**src/rtl/gpio_edge_pkg.sv**
```systemverilog
package gpio_edge_pkg;

  localparam int REG_W    = 16;
  localparam int BIT_MODE = 6;
  localparam int BIT_OUT  = 5;
  localparam int BIT_OE   = 4;
  localparam int BIT_IN   = 3;
  localparam int BIT_CLR  = 2;
  localparam int USED_TOP = BIT_MODE;

  typedef struct packed {
    logic edge_mode;
    logic out_val;
    logic out_en;
    logic in_flag;
    logic clr_pend;
  } pin_ctrl_t;

endpackage

```
**src/rtl/gpio_sync.sv**
```systemverilog
module gpio_sync #(
  parameter int STAGES = 2
) (
  input  logic clk,
  input  logic rst,
  input  logic async_in,
  output logic sync_out
);
  localparam int LAST = STAGES - 1;

  logic [LAST:0] chain_q;

  generate
    for (genvar g = 0; g < STAGES; g++) begin : g_stage
      if (g == 0) begin : g_first
        always_ff @(posedge clk) begin
          if (rst) chain_q[0] <= 1'b0;
          else     chain_q[0] <= async_in;
        end
      end else begin : g_next
        always_ff @(posedge clk) begin
          if (rst) chain_q[g] <= 1'b0;
          else     chain_q[g] <= chain_q[g-1];
        end
      end
    end
  endgenerate

  assign sync_out = chain_q[LAST];
endmodule

```
**src/rtl/gpio_edge_det.sv**
```systemverilog
module gpio_edge_det (
  input  logic clk,
  input  logic rst,
  input  logic level,
  output logic edge_hit
);
  logic prev_q;

  always_ff @(posedge clk) begin
    if (rst) prev_q <= 1'b0;
    else     prev_q <= level;
  end

  // both directions count
  assign edge_hit = prev_q ^ level;
endmodule

```
**src/rtl/gpio_ctrl_reg.sv**
```systemverilog
module gpio_ctrl_reg
  import gpio_edge_pkg::*;
(
  input  logic             clk,
  input  logic             rst,
  input  logic             wr_en,
  input  logic [REG_W-1:0] wr_data,
  input  logic             pin_level,
  input  logic             edge_hit,
  output pin_ctrl_t        state
);
  logic clr_req;

  always_comb clr_req = wr_en & wr_data[BIT_CLR];

  always_ff @(posedge clk) begin
    if (rst) begin
      state <= '0;
    end else begin
      if (wr_en) begin
        state.edge_mode <= wr_data[BIT_MODE];
        state.out_val   <= wr_data[BIT_OUT];
        state.out_en    <= wr_data[BIT_OE];
      end
      state.clr_pend <= clr_req;
      if (state.edge_mode) begin
        if (edge_hit)     state.in_flag <= 1'b1;
        else if (clr_req) state.in_flag <= 1'b0;
      end else begin
        state.in_flag <= pin_level & ~clr_req;
      end
    end
  end
endmodule

```
**src/rtl/gpio_edge_pin.sv**
```systemverilog
module gpio_edge_pin
  import gpio_edge_pkg::*;
#(
  parameter int SYNC_STAGES = 2
) (
  input  logic             clk,
  input  logic             rst,
  input  logic             wr_en,
  input  logic [REG_W-1:0] wr_data,
  output logic [REG_W-1:0] rd_data,
  input  logic             pin_in,
  output logic             pin_out,
  output logic             pin_oe
);
  logic      pin_sync;
  logic      edge_hit;
  pin_ctrl_t state;
  logic      flag_q;
  logic      mode_q;
  logic [REG_W-1:0] rd_next;

  gpio_sync #(.STAGES(SYNC_STAGES)) u_sync (
    .clk(clk), .rst(rst), .async_in(pin_in), .sync_out(pin_sync)
  );

  gpio_edge_det u_edge (
    .clk(clk), .rst(rst), .level(pin_sync), .edge_hit(edge_hit)
  );

  gpio_ctrl_reg u_reg (
    .clk(clk), .rst(rst), .wr_en(wr_en), .wr_data(wr_data),
    .pin_level(pin_sync), .edge_hit(edge_hit), .state(state)
  );

  assign flag_q  = state.in_flag;
  assign mode_q  = state.edge_mode;
  assign pin_out = state.out_val;
  assign pin_oe  = state.out_en;

  always_comb begin
    rd_next           = '0;
    rd_next[BIT_MODE] = state.edge_mode;
    rd_next[BIT_OUT]  = state.out_val;
    rd_next[BIT_OE]   = state.out_en;
    rd_next[BIT_IN]   = state.in_flag;
    rd_next[BIT_CLR]  = state.clr_pend;
  end

  always_ff @(posedge clk) begin
    if (rst) rd_data <= '0;
    else     rd_data <= rd_next;
  end
endmodule

```
**config.mk**
```make
export PLATFORM = sky130hd
export DESIGN_NAME = gpio_edge_pin
export DESIGN_NICKNAME = d
export VERILOG_FILES = /design/src/rtl/gpio_edge_pkg.sv /design/src/rtl/gpio_sync.sv /design/src/rtl/gpio_edge_det.sv /design/src/rtl/gpio_ctrl_reg.sv /design/src/rtl/gpio_edge_pin.sv
export SDC_FILE = /design/constraint.sdc
export NUM_CORES = 1
export LEC_CHECK = 0
export BUFFER_PORTS_ARGS = -buffer_cell sky130_fd_sc_hd__buf_2
export CAP_MARGIN = 20
export CORE_AREA = 4 4 41 43
export DETAILED_ROUTE_END_ITERATION = 10
export DIE_AREA = 0 0 45 47
export PLACE_DENSITY = 0.75
export SYNTH_ARGS = -nofsm -noshare
export SYNTH_HDL_FRONTEND = slang
export SYNTH_SLANG_ARGS = --single-unit
```
**constraint.sdc**
```tcl
create_clock -name clk -period 2.3 [get_ports clk]
set_input_delay 0.23 -clock clk [delete_from_list [all_inputs] [get_ports clk]]
set_output_delay 0.23 -clock clk [all_outputs]
set_load 0.05 [all_outputs]
```
==> results.cfg <==
[global_routing]
grt_use_met1 = 0.0856
grt_overflow = 0
met3_usage = 0.0690
antenna_found_initial = 0
grt_max_degree = 14
grt_use_met2 = 0.110
grt_busiest_layer = met2
first_global_vias = 252
grt_usage = 0.0795
grt_pass1_wl_um = 1130

[place]
place.gp.congestion = 0.680
dpl.hpwl_um = 527
dpl_cell_area_um2 = 528
port_buffers = 14

[finish]
final_cell_area_um2 = 554
syn2layout_area_growth_pct = 13.3
drive_gt1_frac = 0.286
final_util = 0.426
diodes = 0
multi_input_area_um2 = 179
final-seq-area_um2 = 260
fill_cells = 142
nNetsFinal = 84

[yosys]
synth_compound_area_frac = 0.0256
ys_ff_latch = 13
yosys-top-cells-area = dfxtp_1 53%, buf_4 17%, nor2b_1 10%
netlist_instances = 47
yosysUniqueCellTypes = 11
synthArstFlopShare = 0
synth_xor_area_frac = 0
synth_top_area_cell = dfxtp_1
synth.most_common_cell = dfxtp_1
ys.warnings.count = 0
synth-simple-area-share = 0.194
synthDominantCellAreaShare = 0.532
synth_fa_ha_area_frac = 0
synthMuxAreaShare = 0.0614
synth_top_family_by_area = simple AND/OR/NAND/NOR gates
synth_area_per_cell_um2 = 10.4
ys_seq_area_frac = 0.532
yosys_most_used_dff = dfxtp_1
synth_edf_count = 0
synth.cell_area_um2 = 489
synth.top_cells.by_count = 13 x dfxtp_1, 11 x buf_4, 8 x nor2b_1, 4 x nor2_1, 3 x mux2i_1

[cts]
clockRootBuffer = clkbuf_4
holdBufCountCts = 0
cts.repair.resized = 0
htree_levels = 1
clk_pin_slew_ns = 0.07
cts_buffers = 3
clk_path_buf_depth = 2
clkLatencyLatePin_ns = 0.27
post-cts-setup-buffer-count = 0
cts.sinks = 13
cts_tree = done

[sta]
finalSetupViolCount = 0
rsz0062_at_grt = no
drv_slew = 0
max_freq_ghz = 0.905
hold_viol_final = 0
timing.final.crit_share = 0.481
period_needed_ns = 1.11
fin_worst_skew_ns = 0.00503
tns_ns = 0

[worst_setup_path]
crit_family = flip-flops
cp_slowest_stage_delay_ns = 0.34
start_kind = flop
path_class = flop to output port
critPathCaptureType = output port
crit_chain = buf_2
critical_path_arrival_ns = 0.88
cp.required_ns = 2.07
cp_max_fo = 3
path_buf_inv = 1
critPathSlowestCell = dfxtp_1

[die]
dieArea_mm2 = 0.00212
die_h_um = 47
start_util = 0.376
rows = 13
fp.dieW_um = 45
ios = 38
core_area_mm2 = 0.00130

[power_and_ir_drop]
cellPowerDensity_mw_per_mm2 = 826
power_leakage_nw = 0.277
vdd.ir_drop.worst_uv = 390

[detailed_routing]
drc = 0
wl_per_cell_um = 9.31
via_per_inst = 4.10
totalWireLength_um = 726
num_vias = 320
drtAntennaViolNets = 0
firstDrtPassIters = 4
drt_iter0_drc = 3

[run]
maxCapViolations = 0

[status]
status = completed

[worst_hold_path]
min_path_type = input port to flop
## final timing paths
| kind | cells after the start | endpoint | startpoint | slack [ns] |
|---|---|---|---|---|
| max | 1 | pin_out | u_reg.state[3] | 1.19 |
| min | 2 | u_sync.chain_q[0] | pin_in | 0.17 |
| max reg2reg | 3 | u_reg.state[1] | u_reg.state[4] | 1.42 |
| min reg2reg | 1 | rd_data[2] | u_reg.state[0] | 0.44 |
## metal layers
metal,vias up,share of wire
met5,-,0
met4,0,0
met3,0,0.17
met2,18,0.43
met1,141,0.40
li1,161,-
## layout by cell type, fill, tap and decap left out, types with 2 or more instances in the layout
cell,Yosys,routed
mux2i_1,3,3
nor2_1,4,4
clkbuf_4,0,3
dfxtp_1,13,13
buf_2,1,14
a31oi_1,2,2
nand3b_1,2,2
nor2b_1,8,8
conb_1,1,11
## sequential cells by signal, summed over array words and instances, names as in the netlist
register,cells
u_reg.state,5
u_sync.sync_out,1
rd_data,5
u_edge.prev_q,1
u_sync.chain_q,1
## per-stage QoR
| step | cells | power [mW] | setup WS (ns) | hold WS [ns] |
|---|---|---|---|---|
| global route | 78 | 0.478 | 1.13 | 0.181 |
| global placement | 74 | 0.326 | 1.46 | 0.419 |
| detailed placement | 74 | 0.326 | 1.45 | 0.431 |
| floorplan | 57 | 0.327 | 1.41 | 0.302 |
| CTS | 78 | 0.462 | 1.18 | 0.163 |
| finish | 78 | 0.458 | 1.19 | 0.169 |
## cells by family after synthesis
kind of cell / Yosys count
AO/OA/AOI/OAI: 2
buffers and inverters: 12
flip-flops: 13
multiplexers: 3
other: 1
AND/OR/NAND/NOR: 16
## report_power, final
part           internal [mW]  switching [mW]  leakage, nW
registers              0.234         0.00427        0.107
clock network         0.0672          0.0690       0.0150
logic                 0.0150          0.0681        0.156
## layout make-up
class	count	share of cell area
well taps	15	0.0339
repair buffers	14	0.126
multi-input cells	32	0.323
flip-flops and latches	13	0.470
clock buffers	4	0.0474
## worst reg2reg max path: stages (launching register included)
cell	delay [ns]
dfxtp_1	0.36
and3b_1	0.19
a31oi_1	0.13
a31oi_1	0.09
No activity file was read; power rests on OpenSTA's default activity.
